`src/rtl/scan_pkg.sv`:
```
package scan_pkg;
    typedef enum logic [1:0] {
        S_IDLE  = 2'd0,
        S_BLANK = 2'd1,
        S_ON    = 2'd2,
        S_DARK  = 2'd3
    } scan_state_t;
endpackage

```
`src/rtl/scan_prescaler.sv`:
```
module scan_prescaler #(
    parameter int DIV = 8
) (
    input  logic clk,
    input  logic rst,
    input  logic slow_en,
    output logic tick
);
    localparam int CW = (DIV > 1) ? $clog2(DIV) : 1;
    localparam logic [CW-1:0] LAST = CW'(DIV - 1);

    logic [CW-1:0] cnt;

    always_ff @(posedge clk) begin
        if (rst) begin
            cnt <= '0;
        end else if (slow_en) begin
            cnt <= (cnt == LAST) ? '0 : cnt + 1'b1;
        end else begin
            cnt <= '0;
        end
    end

    assign tick = slow_en ? (cnt == LAST) : 1'b1;


    tick_gap_chk: assert property (@(posedge clk) disable iff (rst)
        (slow_en && $past(slow_en) && $past(tick)) |-> !tick);
endmodule

```
`src/rtl/scan_duty_lut.sv`:
```
module scan_duty_lut #(
    parameter int CODE_W = 4,
    parameter int ON_MAX = 60,
    parameter int CNT_W  = 6
) (
    input  logic [CODE_W-1:0] code,
    output logic [CNT_W-1:0]  on_len
);
    localparam int TOP_CODE  = (1 << CODE_W) - 1;
    localparam int KNEE_CODE = TOP_CODE - 2;
    localparam int KNEE_LEN  = (ON_MAX * 3) / 5;
    localparam int UPPER_STEP = (ON_MAX - KNEE_LEN) / (TOP_CODE - KNEE_CODE);

    always_comb begin
        int c;
        int v;
        c = int'(code);
        if (c <= KNEE_CODE) begin
            v = (c * KNEE_LEN) / KNEE_CODE;
        end else begin
            v = KNEE_LEN + (c - KNEE_CODE) * UPPER_STEP;
        end
        on_len = CNT_W'(v);
    end


    lut_range_chk: assert final (int'(on_len) <= ON_MAX);
endmodule

```
`src/rtl/scan_row_fsm.sv`:
```
module scan_row_fsm
    import scan_pkg::*;
#(
    parameter int ROWS   = 8,
    parameter int COLS   = 20,
    parameter int SLOT   = 64,
    parameter int BLANK  = 4,
    parameter int CTRL_W = 6,
    parameter int CNT_W  = 6
) (
    input  logic                 clk,
    input  logic                 rst,
    input  logic                 tick,
    input  logic [ROWS*COLS-1:0] dots,
    input  logic [CTRL_W-1:0]    ctrl,
    input  logic [CNT_W-1:0]     on_len,
    output logic [CTRL_W-1:0]    ctrl_q,
    output logic [ROWS-1:0]      row_sel,
    output logic [COLS-1:0]      col_drv,
    output logic                 frame_start
);
    localparam int ROW_W = (ROWS > 1) ? $clog2(ROWS) : 1;
    localparam int POS_W = $clog2(SLOT);
    localparam logic [POS_W-1:0] POS_LAST  = POS_W'(SLOT - 1);
    localparam logic [POS_W-1:0] BLANK_END = POS_W'(BLANK - 1);
    localparam logic [ROW_W-1:0] ROW_LAST  = ROW_W'(ROWS - 1);

    scan_state_t          state, st_n;
    logic [ROW_W-1:0]     row, row_n;
    logic [POS_W-1:0]     pos, pos_n;
    logic [COLS-1:0]      cols_q;
    logic                 fs_q;
    logic                 last_pos, blank_end, on_end, boundary;
    logic [ROW_W-1:0]     row_next;

    assign last_pos  = (pos == POS_LAST);
    assign blank_end = (pos == BLANK_END);
    assign on_end    = (int'(pos) + 1) == (int'(on_len) + BLANK);
    assign row_next  = (row == ROW_LAST) ? '0 : row + 1'b1;
    assign boundary  = (state == S_IDLE) || (last_pos && row == ROW_LAST);

    // transition logic
    always_comb begin
        st_n  = state;
        row_n = row;
        pos_n = pos;
        unique case (state)
            S_IDLE: begin
                st_n  = S_BLANK;
                row_n = '0;
                pos_n = '0;
            end
            S_BLANK: begin
                pos_n = pos + 1'b1;
                if (blank_end) st_n = (on_len == '0) ? S_DARK : S_ON;
            end
            S_ON: begin
                if (last_pos) begin
                    st_n  = S_BLANK;
                    row_n = row_next;
                    pos_n = '0;
                end else begin
                    pos_n = pos + 1'b1;
                    if (on_end) st_n = S_DARK;
                end
            end
            S_DARK: begin
                if (last_pos) begin
                    st_n  = S_BLANK;
                    row_n = row_next;
                    pos_n = '0;
                end else begin
                    pos_n = pos + 1'b1;
                end
            end
            default: st_n = S_IDLE;
        endcase
    end

    // state register
    always_ff @(posedge clk) begin
        if (rst) begin
            state  <= S_IDLE;
            row    <= '0;
            pos    <= '0;
            cols_q <= '0;
            ctrl_q <= '0;
            fs_q   <= 1'b0;
        end else begin
            fs_q <= tick && boundary;
            if (tick) begin
                state <= st_n;
                row   <= row_n;
                pos   <= pos_n;
                if (boundary) ctrl_q <= ctrl;
                if (state == S_BLANK && blank_end)
                    cols_q <= dots[int'(row)*COLS +: COLS];
            end
        end
    end

    // outputs
    always_comb begin
        row_sel = '0;
        col_drv = '0;
        unique case (state)
            S_IDLE:  ;
            S_BLANK: row_sel[row] = 1'b1;
            S_ON: begin
                row_sel[row] = 1'b1;
                col_drv      = cols_q;
            end
            S_DARK:  row_sel[row] = 1'b1;
            default: ;
        endcase
    end

    assign frame_start = fs_q;


    one_row_chk: assert property (@(posedge clk) disable iff (rst)
        (state != S_IDLE) |-> ($countones(row_sel) == 1));


    row_step_chk: assert property (@(posedge clk) disable iff (rst)
        (tick && state != S_IDLE && last_pos) |=> (row == $past(row_next) && pos == '0));


    guard_dark_chk: assert property (@(posedge clk) disable iff (rst)
        (state != S_IDLE && pos < POS_W'(BLANK)) |-> (state == S_BLANK));


    on_window_chk: assert property (@(posedge clk) disable iff (rst)
        (state == S_ON) |-> ((int'(pos) - BLANK) < int'(on_len)));


    frame_align_chk: assert property (@(posedge clk) disable iff (rst)
        frame_start |-> (state == S_BLANK && row == '0 && pos == '0));
endmodule

```
`src/rtl/led_row_scanner.sv`:
```
module led_row_scanner #(
    parameter int ROWS     = 8,
    parameter int COLS     = 20,
    parameter int SLOT     = 64,
    parameter int BLANK    = 4,
    parameter int PRE_DIV  = 8,
    parameter int DUTY_W   = 4,
    parameter int PEAK_W   = 2
) (
    input  logic                   clk,
    input  logic                   rst,
    input  logic                   slow_clk_en,
    input  logic [ROWS*COLS-1:0]   dot_bits,
    input  logic [PEAK_W+DUTY_W-1:0] ctrl_word,
    output logic [ROWS-1:0]        row_sel,
    output logic [COLS-1:0]        col_drv,
    output logic [PEAK_W-1:0]      peak_sel,
    output logic                   frame_start
);
    localparam int CTRL_W = PEAK_W + DUTY_W;
    localparam int ON_MAX = SLOT - BLANK;
    localparam int CNT_W  = $clog2(ON_MAX + 1);

    logic              tick;
    logic [CTRL_W-1:0] ctrl_q;
    logic [CNT_W-1:0]  on_len;

    scan_prescaler #(.DIV(PRE_DIV)) u_pre (
        .clk     (clk),
        .rst     (rst),
        .slow_en (slow_clk_en),
        .tick    (tick)
    );

    scan_duty_lut #(.CODE_W(DUTY_W), .ON_MAX(ON_MAX), .CNT_W(CNT_W)) u_lut (
        .code   (ctrl_q[DUTY_W-1:0]),
        .on_len (on_len)
    );

    scan_row_fsm #(
        .ROWS(ROWS), .COLS(COLS), .SLOT(SLOT), .BLANK(BLANK),
        .CTRL_W(CTRL_W), .CNT_W(CNT_W)
    ) u_fsm (
        .clk         (clk),
        .rst         (rst),
        .tick        (tick),
        .dots        (dot_bits),
        .ctrl        (ctrl_word),
        .on_len      (on_len),
        .ctrl_q      (ctrl_q),
        .row_sel     (row_sel),
        .col_drv     (col_drv),
        .frame_start (frame_start)
    );

    assign peak_sel = ctrl_q[CTRL_W-1:DUTY_W];


    reset_quiet_chk: assert property (@(posedge clk)
        rst |=> (row_sel == '0 && col_drv == '0 && peak_sel == '0 && !frame_start));


    peak_hold_chk: assert property (@(posedge clk) disable iff (rst)
        (!frame_start && !$past(rst)) |-> $stable(peak_sel));
endmodule

```
`config.mk`:
```
export PLATFORM = sky130hd
export DESIGN_NAME = led_row_scanner
export DESIGN_NICKNAME = d
export VERILOG_FILES = /design/src/rtl/scan_pkg.sv /design/src/rtl/scan_prescaler.sv /design/src/rtl/scan_duty_lut.sv /design/src/rtl/scan_row_fsm.sv /design/src/rtl/led_row_scanner.sv
export SDC_FILE = /design/constraint.sdc
export NUM_CORES = 1
export LEC_CHECK = 0
export BUFFER_PORTS_ARGS = -buffer_cell sky130_fd_sc_hd__buf_2
export CAP_MARGIN = 5
export CORE_UTILIZATION = 36
export DETAILED_ROUTE_END_ITERATION = 10
export PLACE_DENSITY = 0.64
export RECOVER_POWER = 50
export SLEW_MARGIN = 20
export SYNTH_ARGS = -nofsm -noshare
export SYNTH_HDL_FRONTEND = slang
export SYNTH_SLANG_ARGS = --single-unit
```
`constraint.sdc`:
```
create_clock -name clk -period 16 [get_ports clk]
set_input_delay 4.8 -clock clk [delete_from_list [all_inputs] [get_ports clk]]
set_output_delay 4.8 -clock clk [all_outputs]
set_load 0.02 [all_outputs]
```
# [Word level (Yosys, flattened, before mapping)]
# Index checks and enable logic that the tools add are counted.
[word_totals] register_bits=41 input_bits=169 output_inout_bits=31 word_cells=67
[classes] n_addsub=7 multipliers=3 n_div=1 n_lt_le_gt_ge=3 n_eq_ne=12 n_shift=1 n_mux=17 n_bitwise=1 reduce_logical=15
[op_table] operator="indexed part select 160 x 32 -> 20 bit" n=1
[op_table] operator="divider 32 x 5 -> 32 bit (second input constant)" n=1
[op_table] operator="== test 32 bit" n=1
[op_table] operator="multiplier 32 x 3 -> 4 bit (second input constant)" n=1
[op_table] operator="2-to-1 mux 20 bit" n=1
[op_table] operator="case mux 6 bit (3 select lines)" n=1
[op_table] operator="2-to-1 mux 6 bit" n=2
[op_table] operator="multiplier 4 x 4 -> 8 bit (second input constant)" n=1
[op_table] operator="2-to-1 mux 2 bit" n=4
[op_table] operator="2-to-1 mux 8 bit" n=1
[op_table] operator="case mux 2 bit (4 select lines)" n=1
[op_table] operator="adder 6 x 1 -> 7 bit (second input constant)" n=1
[op_table] operator="adder 6 x 3 -> 7 bit (second input constant)" n=1
[op_table] operator="adder 3 x 1 -> 3 bit (second input constant)" n=2
[op_table] operator="adder 6 x 1 -> 6 bit (second input constant)" n=1
[op_table] operator="adder 6 bit (first input constant)" n=1
[op_table] operator="== test 3 bit (second input constant)" n=2
[op_table] operator="== test 6 x 2 -> 1 bit (second input constant)" n=1
[op_table] operator="== test 6 bit (second input constant)" n=1
[op_table] operator="zero test 6 bit" n=1
[op_table] operator="multiplier 3 x 3 -> 6 bit (second input constant)" n=1
[op_table] operator="2-to-1 mux 3 bit" n=2
[op_table] operator="inequality test 2 x 1 -> 1 bit (second input constant)" n=3
[op_table] operator="case mux 3 bit (2 select lines)" n=1
[op_table] operator="19 further kinds" n=27

# [Longest topological paths before layout]
[depth] ltp_word=9 ltp_mapped=25

# [Hierarchy]
# From an unflattened synthesis, not the netlist that was laid out.
[unflattened] hier_cells=520 hier_area_um2=4868.4
[by_module_without_submodules] module="scan_row_fsm" instances=1 cells_each=303 area_each_um2=3148.0 seq_area_each_um2=760.7
[by_module_without_submodules] module="scan_duty_lut" instances=1 cells_each=208 area_each_um2=1589.0 seq_area_each_um2=0.0
[by_module_without_submodules] module="scan_prescaler" instances=1 cells_each=9 area_each_um2=131.4 seq_area_each_um2=60.1

# [Least setup slack after synthesis]
# OpenSTA, ideal clock, no wires.
[synth_path] path_type="register to output" from="register u_fsm.row[2]" to="output port row_sel[5]" arrival_time_ns=1.601 required_time_ns=11.200 setup_slack_ns=9.599 path_stages_with_launch=5 cell_sequence="dfxtp_1 -> clkbuf_1 -> buf_1 -> nand2_1 -> nor3_1"
[synth_via] elab_chain_cells=5
[synth_rtl] element="start, declared" line="scan_row_fsm.sv:29" text="logic [ROW_W-1:0] row, row_n;"
[synth_rtl] element="start signal, assigned" line="scan_row_fsm.sv:93" text="row <= row_n;"
[synth_rtl] element="less-than comparator 3 x 4 -> 1 bit (not written as such) or greater-or-equal comparator 3 x 1 -> 1 bit (tied branches)" line="scan_row_fsm.sv:108, scan_row_fsm.sv:110, scan_row_fsm.sv:113"
[synth_rtl] element="logical AND 1 bit (not written as such)" line="scan_row_fsm.sv:108, scan_row_fsm.sv:110, scan_row_fsm.sv:113"
[synth_rtl] element="2-to-1 mux 1 bit (not written as such)" line="scan_row_fsm.sv:108, scan_row_fsm.sv:110, scan_row_fsm.sv:113"
[synth_rtl] element="demux 1 bit (select 3 bit) *"
[synth_rtl] element="2-to-1 mux 8 bit *"
[synth_rtl] element="end, declared" line="led_row_scanner.sv:15" text="output logic [ROWS-1:0] row_sel,"
# Mark *: on every way between the ends. The rest lies on a longest branch, timed or not.

# [Worst setup path after layout]
[layout_path] from="register u_fsm.state[0]" to="output port col_drv[10]"
[layout_via] elab_chain_cells=2
[layout_rtl] element="start, declared" line="scan_row_fsm.sv:28" text="scan_state_t state, st_n;"
[layout_rtl] element="start signal, assigned" line="scan_row_fsm.sv:92" text="state <= st_n;"
[layout_rtl] element="== test 2 bit" line="scan_row_fsm.sv:106" text="unique case (state)"
[layout_rtl] element="2-to-1 mux 20 bit" line="scan_row_fsm.sv:106"
[layout_rtl] element="end, declared" line="led_row_scanner.sv:16" text="output logic [COLS-1:0] col_drv,"
# No other way between the ends.

==> summary.md <==
| Metric | Value |
|---|---|
| Ys flop type | `dfxtp_1` |
| First-pass GRT wire length | `25000 um` |
| Clk Latency, worst-skew pair | `0.29 ns` |
| PortBufs | `199` |
| Worst-path clk slew | `0.06 ns` |
| Critical path cell sequence | `inv_1, ha_1, and2_1, buf_2` |
| Synth-to-layout area growth | `25.4%` |
| Die height | `117 um` |
| YS warnings | `0` |
| Unrepaired setup endpoints after global routing | `false` |
| Status | `finished with violations` |
| Final Slew Violations | `38` |
| CP required | `11.20 ns` |
| Drt initial violations | `376` |
| Crit-path leading delay family | `adder cells` |
| DR vias | `4853` |
| CP max stage delay | `0.82 ns` |
| Worst path slowest cell | `ha_1` |
| Largest net degree at the start of global routing | `49` |
| CTS tree | `built` |
| Mean area per synthesized cell | `9.03 um2` |
| Pwr dens | `69.1 nW/um2` |
| Setup CP Type | `flop to output port` |
| Die Area | `13800 um2` |
| Final antenna-violating net count | `0` |
| Top Ports | `200` |
| TritonRoute pass-1 iters | `5` |
| Initial antenna violation count | `3` |
| Vias per cell | `5.54` |
| Setup TNS after final layout | `0 ns` |
| Post-synth cell types | `83` |
| Min Clock Period, post-route | `6.79 ns` |
| Vias in the first global route | `4881` |
| Critical path arrival | `1.99 ns` |
| R2R depth | `24` |
| Register area share after synthesis | `17.1%` |
| Post-Syn Instances | `530` |
| Routability congestion estimate | `0.962` |
| HPWL after DPL | `12500 um` |
| Core Box Area | `12800 um2` |
| Fmax achieved | `147 MHz` |
| Clock Skews | `0.00745 ns` |
| P_leak | `2.44 nW` |
| Worst R2R Start | `u_fsm.ctrl_q[0]` |
| Actual slew at the worst max-slew pin | `1.74 ns` |
| Crit-path max FO | `25` |
| Synth area leaders | `mux4_2 19%, dfxtp_1 17%, ha_1 6.5%` |
| Detailed Route WL | `15500 um` |
| Power, Total | `0.415 mW` |
| Cell taking the most area after synthesis | `mux4_2` |
| RR Endpoint | `u_fsm.state[1]` |
| Post-synth top area share | `18.8%` |
| Per-cell routed wire length | `17.7 um` |
| Number of hold buffers added after cts | `0` |
| Setup crit start | `u_fsm.state[0]` |
| Worst setup path end | `col_drv[10]` |
| Initial Utilization | `37.5%` |
| Fillers | `1265` |
| Failing checks | `capacitance limit, slew limit` |
| Synth Cell Area | `4790 um2` |
| Slew headroom | `-15.7%` |
| EDFF count, synth | `0` |
| Die X | `117 um` |
| Synth Register Bits | `41` |
| Root Driver | `clkbuf_16` |
| Share of cells above drive strength 1 | `40.0%` |
| Max Cap Viol | `1` |
| Post_cts resized | `0` |
| WP depth | `4` |
| GRT Util Overall | `22.3%` |
| Post-CTS setup buffers | `0` |
| H-tree depth | `2` |
| # DRC | `0` |
| Final period util | `42.5%` |
| Num Clock Sinks | `41` |
| Syn Nets | `724` |
| Max VDD drop | `48.4 uV` |
| Reg-to-reg slack, setup | `9.58 ns` |
| TritonCTS buffer count | `5` |
| GRT overflow | `0` |
| Worst hold path class | `flop to flop` |
| Final hold viol count | `0` |
| Post-layout nets | `893` |
| Crit path buffers/inverters | `2` |
| Setup violations, final | `0` |
| CTS max path bufs | `2` |
| Crit end category | `output port` |
| Site Rows | `41` |
| Startpoint Class | `flop` |
| Fraction of registers with async set/reset | `0%` |
## synthesized netlist by cell type (3+ instances only)
cell type,instances
o211ai_1,5
a21o_1,3
o21ai_0,16
ha_1,25
o21ai_1,3
a21oi_1,14
nand3b_1,4
inv_1,16
a211oi_1,24
xor2_1,3
clkbuf_1,20
nor2b_1,4
xnor2_1,16
o21a_1,3
buf_1,7
buf_2,7
mux4_2,40
mux2i_1,30
buf_4,3
nor3_1,15
o31ai_1,4
o32ai_1,3
a211o_1,3
a31oi_1,3
a221oi_1,3
nor2_1,54
and3_1,5
and2_1,25
nand4_1,3
a211oi_2,3
nand2_1,31
nor4_1,6
nand3_1,14
nand2b_1,9
dfxtp_1,41
## routing by layer
layer  vias up  wire (um)  global-route usage, %
met5         -          0                      0
met4         0        305                   7.39
met3        25       1120                   4.23
met2       200       7900                   39.4
met1      2274       6230                   26.9
li1       2354          -                      -
## cell families after synthesis
group                    count (synthesis)  synth area share (%)
AND/OR/NAND/NOR                        196                  21.9
multiplexers                            74                  26.2
XOR/XNOR                                20                  3.82
flip-flops                              41                  17.1
AO/OA/AOI/OAI                          118                  19.3
buffers and inverters                   56                  5.12
adder cells (fa/ha/maj)                 25                  6.53
## report_power, final
part,leakage [nW],internal [mW],switching (mW),total (mW)
clock network,0.0769,0.0620,0.0411,0.103
logic,2.03,0.0903,0.110,0.200
registers,0.333,0.105,0.00658,0.111
## sequential cells by signal, indices dropped and copies added (netlist names)
| register | count |
|---|---|
| u_fsm.cols_q | 20 |
| u_fsm.ctrl_q | 6 |
| u_fsm.pos | 6 |
| u_fsm.row | 3 |
| u_pre.cnt | 3 |
| u_fsm.state | 2 |
| u_fsm.frame_start | 1 |
## final cells by class
type                       instances  area (um2)  share of cell area, %
inverter                          17        63.8                   1.06
multi-input combinational        433        3730                   62.1
tap                              172         215                   3.59
clock buffer                       6         139                   2.31
sequential                        41         826                   13.8
timing repair buffer             201        1010                   16.8
antenna                            4        10.0                  0.167
clock inverter                     2        13.8                  0.229
## cell usage in the layout, fill, tap and decap left out, types with 4 or more instances in the layout
cell         n
buf_2      195
nor2_1      53
mux4_2      40
dfxtp_1     39
nand2_1     31
mux2i_1     30
and2_1      25
ha_1        25
a211oi_1    24
inv_1       16
xnor2_1     16
o21ai_0     16
nor3_1      15
nand3_1     14
a21oi_1     14
nand2b_1     9
nor4_1       6
and3_1       5
o211ai_1     5
clkbuf_16    5
diode_2      4
nor2b_1      4
nand3b_1     4
o31ai_1      4
clkbuf_1     4
## stage by stage
stage	hold slack, ns	instances	util (%)	setup WS, ns	area [um2]
after global routing	0.481	875	47.0	9.04	6000
final	0.439	876	47.0	9.21	6000
after floorplan	0.408	530	-	9.60	4790
after CTS	0.440	872	46.9	9.24	6000
after global placement	0.424	864	45.8	9.63	5840
after detailed placement	0.431	864	45.8	9.53	5840
## worst min-delay path by stage
stage                      start           end  slack (ns)  cells after the start
floorplan           u_pre.cnt[0]  u_pre.cnt[0]        0.41                      1
global placement    u_pre.cnt[0]  u_pre.cnt[0]        0.42                      1
detailed placement  u_pre.cnt[0]  u_pre.cnt[0]        0.43                      1
CTS                 u_pre.cnt[0]  u_pre.cnt[0]        0.44                      1
global route        u_pre.cnt[0]  u_pre.cnt[0]        0.48                      1
finish              u_pre.cnt[0]  u_pre.cnt[0]        0.44                      1
No activity file was read; power rests on OpenSTA's default activity.
